File: config.mk
export PLATFORM = sky130hd
export DESIGN_NAME = tmr16_dualflag
export DESIGN_NICKNAME = d
export VERILOG_FILES = /design/src/rtl/tmr16_pkg.sv /design/src/rtl/tmr16_src.sv /design/src/rtl/tmr16_prescale.sv /design/src/rtl/tmr16_core.sv /design/src/rtl/tmr16_dualflag.sv
export SDC_FILE = /design/constraint.sdc
export NUM_CORES = 1
export LEC_CHECK = 0
export CAP_MARGIN = 20
export CELL_PAD_IN_SITES_DETAIL_PLACEMENT = 1
export CELL_PAD_IN_SITES_GLOBAL_PLACEMENT = 1
export CORE_MARGIN = 8
export CORE_UTILIZATION = 49
export DETAILED_ROUTE_END_ITERATION = 16
export DONT_BUFFER_PORTS = 1
export PLACE_DENSITY_LB_ADDON = 0.1
export SLEW_MARGIN = 0
export SYNTH_ARGS = -nofsm -noshare
export SYNTH_HDL_FRONTEND = slang
export SYNTH_SLANG_ARGS = --single-unit
File: constraint.sdc
create_clock -name clk -period 3.42 [get_ports clk]
set_input_delay 0.684 -clock clk [delete_from_list [all_inputs] [get_ports clk]]
set_output_delay 0.684 -clock clk [all_outputs]
set_load 0.005 [all_outputs]
File: src/rtl/tmr16_pkg.sv
package tmr16_pkg;
  localparam int BYTE_W = 8;
  localparam int CNT_W  = 2 * BYTE_W;
  localparam int SEL_W  = 2;
  localparam int PRE_W  = (1 << SEL_W) - 1;
  localparam int ADDR_W = 3;

  localparam logic [ADDR_W-1:0] A_CNT_LO = 3'd0;
  localparam logic [ADDR_W-1:0] A_CNT_HI = 3'd1;
  localparam logic [ADDR_W-1:0] A_RLD_LO = 3'd2;
  localparam logic [ADDR_W-1:0] A_RLD_HI = 3'd3;
  localparam logic [ADDR_W-1:0] A_CTRL   = 3'd4;
  localparam logic [ADDR_W-1:0] A_SEL    = 3'd5;

  // Last divider count before a step for a given divide code (ratio - 1).
  function automatic logic [PRE_W-1:0] presc_last(input logic [SEL_W-1:0] code);
    presc_last = PRE_W'((1 << code) - 1);
  endfunction

  // Carry out of the low byte when stepping up.
  function automatic logic low_carry_up(input logic [CNT_W-1:0] c);
    low_carry_up = &c[BYTE_W-1:0];
  endfunction

  // Borrow out of the low byte when stepping down.
  function automatic logic low_borrow_down(input logic [CNT_W-1:0] c);
    low_borrow_down = ~|c[BYTE_W-1:0];
  endfunction
endpackage

File: src/rtl/tmr16_src.sv
module tmr16_src (
  input  logic clk,
  input  logic rst_n,
  input  logic ext_pin,
  input  logic tick_in,
  input  logic ext_sel,
  output logic src_evt,
  output logic ext_fall
);
  logic s1, s2, s3;

  always_ff @(posedge clk or negedge rst_n) begin
    if (!rst_n) begin
      s1 <= 1'b0;
      s2 <= 1'b0;
      s3 <= 1'b0;
    end else begin
      s1 <= ext_pin;
      s2 <= s1;
      s3 <= s2;
    end
  end

  assign ext_fall = s3 & ~s2;
  assign src_evt  = ext_sel ? ext_fall : tick_in;

  // a falling edge cannot be seen on two cycles in a row
  assert_fall_single_R6: assert property (@(posedge clk) disable iff (!rst_n)
    ext_fall |=> !ext_fall);
endmodule

File: src/rtl/tmr16_prescale.sv
module tmr16_prescale
  import tmr16_pkg::*;
(
  input  logic             clk,
  input  logic             rst_n,
  input  logic             run,
  input  logic             src_evt,
  input  logic [SEL_W-1:0] code,
  output logic             step
);
  logic [PRE_W-1:0] pre_cnt;
  logic             hit;

  assign hit  = (pre_cnt >= presc_last(code));
  assign step = run & src_evt & hit;

  always_ff @(posedge clk or negedge rst_n) begin
    if (!rst_n)             pre_cnt <= '0;
    else if (!run)          pre_cnt <= '0;
    else if (src_evt & hit) pre_cnt <= '0;
    else if (src_evt)       pre_cnt <= pre_cnt + 1'b1;
  end

  // a step needs a live source event while running
  assert_step_needs_event_R5: assert property (@(posedge clk) disable iff (!rst_n)
    step |-> (run && src_evt));
  // the divider restarts while stopped
  assert_divider_clear_R5: assert property (@(posedge clk) disable iff (!rst_n)
    !run |=> (pre_cnt == '0));
endmodule

File: src/rtl/tmr16_core.sv
module tmr16_core
  import tmr16_pkg::*;
(
  input  logic              clk,
  input  logic              rst_n,
  input  logic              step,
  input  logic              down,
  input  logic [CNT_W-1:0]  reload,
  input  logic              wr_lo,
  input  logic              wr_hi,
  input  logic [BYTE_W-1:0] wr_byte,
  output logic [CNT_W-1:0]  count,
  output logic              lo_evt,
  output logic              hi_evt
);
  logic [CNT_W-1:0] nxt;
  logic             live;

  assign live = step & ~wr_lo & ~wr_hi;

  always_comb begin
    nxt    = count;
    lo_evt = 1'b0;
    hi_evt = 1'b0;
    if (live) begin
      if (down) begin
        if (count == reload) begin
          nxt    = '1;
          hi_evt = 1'b1;
        end else begin
          nxt    = count - 1'b1;
          lo_evt = low_borrow_down(count);
        end
      end else begin
        if (&count) begin
          nxt    = reload;
          hi_evt = 1'b1;
        end else begin
          nxt    = count + 1'b1;
        end
        lo_evt = low_carry_up(count);
      end
    end
    if (wr_lo) nxt[BYTE_W-1:0]     = wr_byte;
    if (wr_hi) nxt[CNT_W-1:BYTE_W] = wr_byte;
  end

  always_ff @(posedge clk or negedge rst_n) begin
    if (!rst_n) count <= '0;
    else        count <= nxt;
  end

  // up wrap loads the reload value
  assert_up_reload_R8: assert property (@(posedge clk) disable iff (!rst_n)
    (step && !down && (&count) && !wr_lo && !wr_hi) |=> (count == $past(reload)));
  // down count at reload value goes to all ones
  assert_down_reload_R9: assert property (@(posedge clk) disable iff (!rst_n)
    (step && down && (count == reload) && !wr_lo && !wr_hi) |=> (&count));
  // without step or write the count holds
  assert_hold_R3: assert property (@(posedge clk) disable iff (!rst_n)
    (!step && !wr_lo && !wr_hi) |=> $stable(count));
endmodule

File: src/rtl/tmr16_dualflag.sv
module tmr16_dualflag
  import tmr16_pkg::*;
(
  input  logic              clk,
  input  logic              rst_n,
  input  logic              tick_in,
  input  logic              ext_pin,
  input  logic              wr_en,
  input  logic [ADDR_W-1:0] wr_addr,
  input  logic [BYTE_W-1:0] wr_data,
  input  logic [ADDR_W-1:0] rd_addr,
  output logic [BYTE_W-1:0] rd_data,
  output logic              irq
);
  logic [CNT_W-1:0] reload, count;
  logic             run, ext_sel, down, lo_flag, hi_flag;
  logic [SEL_W-1:0] div_code;
  logic             ie_hi, ie_lo;
  logic             src_evt, ext_fall, step, lo_evt, hi_evt;
  logic             ctl_wr, sel_wr, wr_cnt_lo, wr_cnt_hi;

  assign ctl_wr    = wr_en && (wr_addr == A_CTRL);
  assign sel_wr    = wr_en && (wr_addr == A_SEL);
  assign wr_cnt_lo = wr_en && (wr_addr == A_CNT_LO);
  assign wr_cnt_hi = wr_en && (wr_addr == A_CNT_HI);

  tmr16_src u_src (
    .clk(clk), .rst_n(rst_n), .ext_pin(ext_pin), .tick_in(tick_in),
    .ext_sel(ext_sel), .src_evt(src_evt), .ext_fall(ext_fall)
  );

  tmr16_prescale u_pre (
    .clk(clk), .rst_n(rst_n), .run(run), .src_evt(src_evt),
    .code(div_code), .step(step)
  );

  tmr16_core u_core (
    .clk(clk), .rst_n(rst_n), .step(step), .down(down), .reload(reload),
    .wr_lo(wr_cnt_lo), .wr_hi(wr_cnt_hi), .wr_byte(wr_data),
    .count(count), .lo_evt(lo_evt), .hi_evt(hi_evt)
  );

  always_ff @(posedge clk or negedge rst_n) begin
    if (!rst_n) begin
      reload   <= '0;
      run      <= 1'b0;
      ext_sel  <= 1'b0;
      down     <= 1'b0;
      div_code <= '0;
      ie_hi    <= 1'b0;
      ie_lo    <= 1'b0;
      lo_flag  <= 1'b0;
      hi_flag  <= 1'b0;
    end else begin
      if (wr_en && wr_addr == A_RLD_LO) reload[BYTE_W-1:0]     <= wr_data;
      if (wr_en && wr_addr == A_RLD_HI) reload[CNT_W-1:BYTE_W] <= wr_data;
      if (ctl_wr) begin
        run     <= wr_data[0];
        ext_sel <= wr_data[1];
        down    <= wr_data[2];
      end
      if (sel_wr) begin
        div_code <= wr_data[SEL_W-1:0];
        ie_hi    <= wr_data[4];
        ie_lo    <= wr_data[5];
      end
      lo_flag <= (lo_flag & ~(ctl_wr & ~wr_data[4])) | lo_evt | hi_evt;
      hi_flag <= (hi_flag & ~(ctl_wr & ~wr_data[5])) | hi_evt;
    end
  end

  always_comb begin
    unique case (rd_addr)
      A_CNT_LO: rd_data = count[BYTE_W-1:0];
      A_CNT_HI: rd_data = count[CNT_W-1:BYTE_W];
      A_RLD_LO: rd_data = reload[BYTE_W-1:0];
      A_RLD_HI: rd_data = reload[CNT_W-1:BYTE_W];
      A_CTRL:   rd_data = {2'b00, hi_flag, lo_flag, 1'b0, down, ext_sel, run};
      A_SEL:    rd_data = {2'b00, ie_lo, ie_hi, {(4-SEL_W){1'b0}}, div_code};
      default:  rd_data = '0;
    endcase
  end

  assign irq = (hi_flag & ie_hi) | (lo_flag & ie_lo);

  // a wrap always leaves both flags set
  assert_lo_follows_hi_R8: assert property (@(posedge clk) disable iff (!rst_n)
    hi_evt |=> (lo_flag && hi_flag));
  // flags stay set without a control write
  assert_flag_sticky_R10: assert property (@(posedge clk) disable iff (!rst_n)
    (lo_flag && !ctl_wr) |=> lo_flag);
  // stopped timer never steps
  assert_no_step_stopped_R3: assert property (@(posedge clk) disable iff (!rst_n)
    !run |-> !step);
  // no interrupt without an enabled flag
  assert_irq_source_R11: assert property (@(posedge clk) disable iff (!rst_n)
    irq |-> ((hi_flag && ie_hi) || (lo_flag && ie_lo)));
endmodule

Word level (Yosys, flattened, before mapping)
Index checks and enable logic that the tools add are counted.
{"block": "word_totals", "register_bits": 47, "in_bits": 19, "output_inout_bits": 9, "wordCells": 89}
{"block": "op_classes", "add_sub_neg": 4, "order_cmp": 1, "eq_ne": 12, "shifts": 1, "muxes": 18, "bitwise_logic": 23, "n_reduce_logical": 14}
{"operator": "$mux 16", "n": 4}
{"operator": "$pmux 8 s6", "n": 1}
{"operator": "$add 16x1->16 const B", "n": 1}
{"operator": "$eq 16x16->1", "n": 1}
{"operator": "$mux 8", "n": 2}
{"operator": "$reduce_and 16->1", "n": 1}
{"operator": "$sub 16x1->16 const B", "n": 1}
{"operator": "$and 1x1->1", "n": 12}
{"operator": "$eq 3x2->1 const B", "n": 4}
{"operator": "$eq 3x3->1 const B", "n": 4}
{"operator": "$mux 3", "n": 3}
{"operator": "$mux 1", "n": 8}
{"operator": "$reduce_and 8->1", "n": 1}
{"operator": "$reduce_or 8->1", "n": 1}
{"operator": "$not 1->1", "n": 7}
{"operator": "$eq 3x1->1 const B", "n": 2}
{"operator": "$logic_and 1x1->1", "n": 6}
{"operator": "$logic_not 3->1", "n": 2}
{"operator": "$or 1x1->1", "n": 4}
{"operator": "$reduce_bool 2->1", "n": 2}
{"operator": "$add 3x1->3 const B", "n": 1}
{"operator": "$ge 3x3->1", "n": 1}
{"operator": "$ne 3x1->1 const B", "n": 1}
{"operator": "$shl 1x2->3 const A", "n": 1}
{"operator": "other kinds (2)", "n": 2}

Logic depth before layout (Yosys ltp)
{"block": "logic_depth", "depth_word": 10, "ltp_mapped": 10}

Hierarchy
A second synthesis with hierarchy kept.
{"block": "unflattened", "cells_unflattened": 396, "hier_area_um2": 3609.7}
{"mod": "tmr16_core", "n_inst": 1, "cells_per_inst": 260, "area_per_inst_um2": 1911.8}
{"mod": "tmr16_dualflag", "n_inst": 1, "cells_per_inst": 104, "area_per_inst_um2": 1353.8}
{"mod": "tmr16_prescale", "n_inst": 1, "cells_per_inst": 27, "area_per_inst_um2": 240.2}
{"mod": "tmr16_src", "n_inst": 1, "cells_per_inst": 5, "area_per_inst_um2": 103.8}

Least setup slack after synthesis
No wires, ideal clock.
{"block": "synth_timing", "path_kind": "reg-to-reg", "startpoint": "register div_code[1]", "endpoint": "register u_core.count[2]", "setup_ns": 0.123, "t_arrival_ns": 2.466, "required_time_ns": 3.297, "setup_slack_ns": 0.831, "stages_incl_launch_ff": 10, "path_buffers": 2, "period_less_slack_ns": 2.589, "path_cell_list": "dfrtp_1 -> or2_2 -> ha_1 -> nor2b_1 -> o21ai_0 -> and4_1 -> clkbuf_1 -> clkbuf_1 -> o21ai_0 -> o221a_2"}
{"block": "synth_between", "elab_chain_cells": 7}
{"element": "from (decl)", "line_no": "tmr16_dualflag.sv:17", "rtl": "logic [SEL_W-1:0] div_code;"}
{"element": "from (signal assigned)", "line_no": "tmr16_dualflag.sv:63", "rtl": "div_code <= wr_data[SEL_W-1:0];"}
{"element": "$shl 1x2->3", "line_no": "tmr16_pkg.sv:17", "rtl": "presc_last = PRE_W'((1 << code) - 1);"}
{"element": "$sub 3x2->3", "line_no": "tmr16_pkg.sv:17"}
{"element": "$ge 3x3->1", "line_no": "tmr16_prescale.sv:14", "rtl": "assign hit = (pre_cnt >= presc_last(code));"}
{"element": "$and 1x1->1", "line_no": "tmr16_prescale.sv:15", "rtl": "assign step = run & src_evt & hit;"}
{"element": "$and 1x1->1 (2 in series)", "line_no": "tmr16_core.sv:19", "rtl": "assign live = step & ~wr_lo & ~wr_hi;"}
{"element": "$reduce_bool 2->1 (no line)"}
{"element": "to (signal assigned)", "line_no": "tmr16_core.sv:50", "rtl": "else count <= nxt;"}
{"element": "to (decl)", "line_no": "tmr16_core.sv:12", "rtl": "output logic [CNT_W-1:0] count,"}
Every way passes these cells.
A chain may end at the register's enable or synchronous reset.

Worst setup path in the final report
Ends and elaborated chain as after synthesis.

==> flow_metrics.py <==
metrics = {
    "status": {
        "outcome": "finished, final reports clean",
    },
    "power_and_ir_drop": {
        "switching_share_pct": 44.73,
        "irDropWorstVdd_mv": 0.3031,
        "p_sw_mw": 1.180,
        "pwr-share-clk_pct": 15.9,
        "cellPowerDensity_nw_per_um2": 710.8,
        "seq_power_share_pct": 42.0,
        "combPwrFrac_pct": 42.0,
        "internal-power_mw": 1.458,
        "leakage_nw": 1.494,
    },
    "cts": {
        "cts_buffers": 5,
        "cts.sinks": 47,
        "clk_latency_ps": 310,
        "cts_setup_buffers": 0,
        "cts.clk_slew.worst_paths_ps": 90,
        "root_buffer": "clkbuf_8",
        "holdBufCountCts": 0,
        "ctsHtreeMaxLevel": 2,
        "tritoncts": "done",
        "cts.repair.resized": 0,
        "clockBufferDepth": 2,
    },
    "drt": {
        "vias": 3170,
        "drt_wl_total_mm": 11.97,
        "wire_per_inst_um": 24.73,
        "first_pass_iters": 4,
        "postRouteAntennaNets": 0,
        "via_per_inst": 6.550,
        "drt-initial-drc-count": 223,
        "drc": 0,
    },
    "placement": {
        "preCtsSetupSlack_ps": 620.6,
        "gp_congestion": 0.9234,
        "io_buffers": 0,
        "dp_hpwl_mm": 8.745,
        "place_area_sq_um": 3606,
    },
    "finish": {
        "antenna_cells": 0,
        "layout-drive-gt1-share_pct": 13.25,
        "fin_nets": 411,
        "synthToLayoutAreaGrowth_pct": 3.996,
        "utilization_pct": 52.02,
        "fillers": 861,
        "final_cell_area_sq_um": 3712,
    },
    "worst_setup_path": {
        "path_max_fanout": 15,
        "end_kind": "register",
        "r2r-start": "div_code[1]",
        "worstRegToRegCells": 7,
        "r2r_slack_ps": 530,
        "critPathArrivalTime_ps": 3100,
        "required_ps": 3630,
        "reg2reg_to": "u_core.count[2]",
        "crit_path_end": "u_core.count[2]",
        "critical_path_class": "reg -> reg",
        "start_kind": "register",
        "crit_start": "div_code[1]",
    },
    "synthesis": {
        "synth_seq_area_share_pct": 32.95,
        "synth_common_cells": "dfrtp_1, nand2_1, clkbuf_1, a21oi_1, o21ai_0",
        "synthesis.nets": 432,
        "synth.distinct_cells": 63,
        "synth_top_family_by_area": "simple AND/OR/NAND/NOR gates",
        "synth_area_sq_um": 3570,
        "synth-compound-area-share_pct": 19.42,
        "synth-warning-count": 0,
        "synth.area.top_cells": "dfrtp_1, mux2_2, xor2_1, nand2_1, a21oi_1",
        "yosys.cell_count.top_type": "dfrtp_1",
        "synthXorXnorAreaFrac_pct": 7.851,
        "postSynthAreaPerCell_sq_um": 8.792,
        "synth_fa_ha_area_share_pct": 2.454,
        "yosysTopAreaCellShare_pct": 32.95,
        "synth_edf_count": 0,
        "async_flop_share_pct": 100.0,
        "syn-instance-count": 406,
        "synth_ff_type": "dfrtp_1",
        "yosys_register_bits": 47,
        "yosysTopAreaCell": "dfrtp_1",
        "yosys.area_share.simple_pct": 20.26,
        "synthMuxAreaShare_pct": 11.60,
    },
    "timing": {
        "drv_slew": 0,
        "finalCritPeriodShare_pct": 84.56,
        "hold_violations": 0,
        "worst_pin_slew_ps": 639.7,
        "max-slew-margin-rel_pct": 56.96,
        "holdWs_ps": 56.11,
        "tns_ps": 0,
        "skew_ps": 5.928,
        "rsz0062_at_grt": "false",
        "fin_ws_ps": 528.1,
        "period_minus_slack_ps": 2892,
        "finalSetupViolations": 0,
        "timing.fmax_mhz": 345.8,
    },
    "floorplanning": {
        "std_cell_rows": 31,
        "dieArea_sq_um": 10270,
        "die_w_um": 101.4,
        "start_util_pct": 50.02,
        "core_sq_um": 7137,
        "ioPinCount": 28,
        "die_h_um": 101.4,
    },
    "global_route": {
        "grt_pass1_wl_mm": 18.79,
        "grt_util_all_layers_pct": 24.34,
        "grt_pass1_vias": 3285,
        "grt-ovfl-total": 0,
        "antenna_found_initial": 0,
        "grt_max_degree": 48,
    },
    "hold_path": {
        "hp-class": "in -> async",
    },
    "flow_run": {
        "cap_violations": 0,
    },
}
cells by family after synthesis:
kind of cell             Yosys count
AO/OA/AOI/OAI                    105
XOR/XNOR                          32
adder cells (fa/ha/maj)            7
buffers and inverters             49
flip-flops                        47
multiplexers                      32
AND/OR/NAND/NOR                  134
power by group through the flow:
stage	clock (mW)	sequential, mW	combinational [mW]
after CTS	0.425	1.10	1.10
after global placement	0	1.10	1.06
final	0.421	1.11	1.11
after floorplan	0	0.833	1.07
after detailed placement	0	1.11	1.09
after global routing	0.449	1.14	1.22
worst min-delay path by stage:
stage / from / end / slack [ps]
after floorplan: u_src.s1 / u_src.s2 / 330
after global placement: u_src.s1 / u_src.s2 / 340
after detailed placement: u_src.s1 / u_src.s2 / 340
after CTS: rst_n / reload[0] / 60
after global routing: rst_n / reload[12] / 40
final: rst_n / u_core.count[3] / 60
per-stage QoR:
stage / instances / power, mW
after global routing: 484 / 2.813
final: 484 / 2.639
after global placement: 477 / 2.158
after detailed placement: 477 / 2.208
after floorplan: 406 / 1.902
after CTS: 484 / 2.631
area by class of cell:
cell class / instances / area (sq um) / share of cell area [%]
Inverter: 15 / 56.30 / 1.517
Multi-Input combinational cell: 310 / 2205 / 59.39
Sequential cell: 47 / 1176 / 31.68
Clock buffer: 5 / 68.82 / 1.854
Tap cell: 99 / 123.9 / 3.337
Clock inverter: 2 / 37.54 / 1.011
Timing Repair Buffer: 6 / 45.04 / 1.213
worst max-delay path, stage by stage, from the launching register on:
cell and delay [ps]:
dfrtp_1 420, or2_2 300, ha_1 280, nor2b_1 40
o21ai_0 430, and4_1 710, o21ai_0 290, o221a_2 310
placed cells by master, fill, tap and decap left out, drive strengths merged, types with 6 or more instances in the layout:
| master | netlist | routed |
|---|---|---|
| dfrtp | 47 | 47 |
| nand2 | 41 | 41 |
| a21oi | 26 | 26 |
| o21ai | 26 | 26 |
| mux2 | 22 | 22 |
| xor2 | 22 | 22 |
| nor2 | 20 | 20 |
| inv | 15 | 15 |
| nor4 | 11 | 11 |
| xnor2 | 10 | 10 |
| nor3 | 9 | 9 |
| nand4 | 7 | 7 |
| ha | 7 | 7 |
| and2 | 6 | 6 |
| nand3 | 6 | 6 |
| a31oi | 6 | 6 |
| a22oi | 6 | 6 |
| buf | 6 | 6 |
per-layer routing:
metal	track usage, %	vias up	share of wire, %
li1	-	1444	-
met4	9.049	0	2.5
met1	30.45	1602	43
met5	0	-	0
met2	39.57	103	48
met3	5.979	21	6.3
state kept, by name, summed over array words and instances (netlist names):
signal         count
u_src.s3           1
run                1
reload            16
down               1
lo_flag            1
u_core.count      16
ext_sel            1
u_pre.pre_cnt      3
hi_flag            1
u_src.s1           1
ie_hi              1
u_src.s2           1
ie_lo              1
div_code           2
Power figures use the tool's default switching activity.
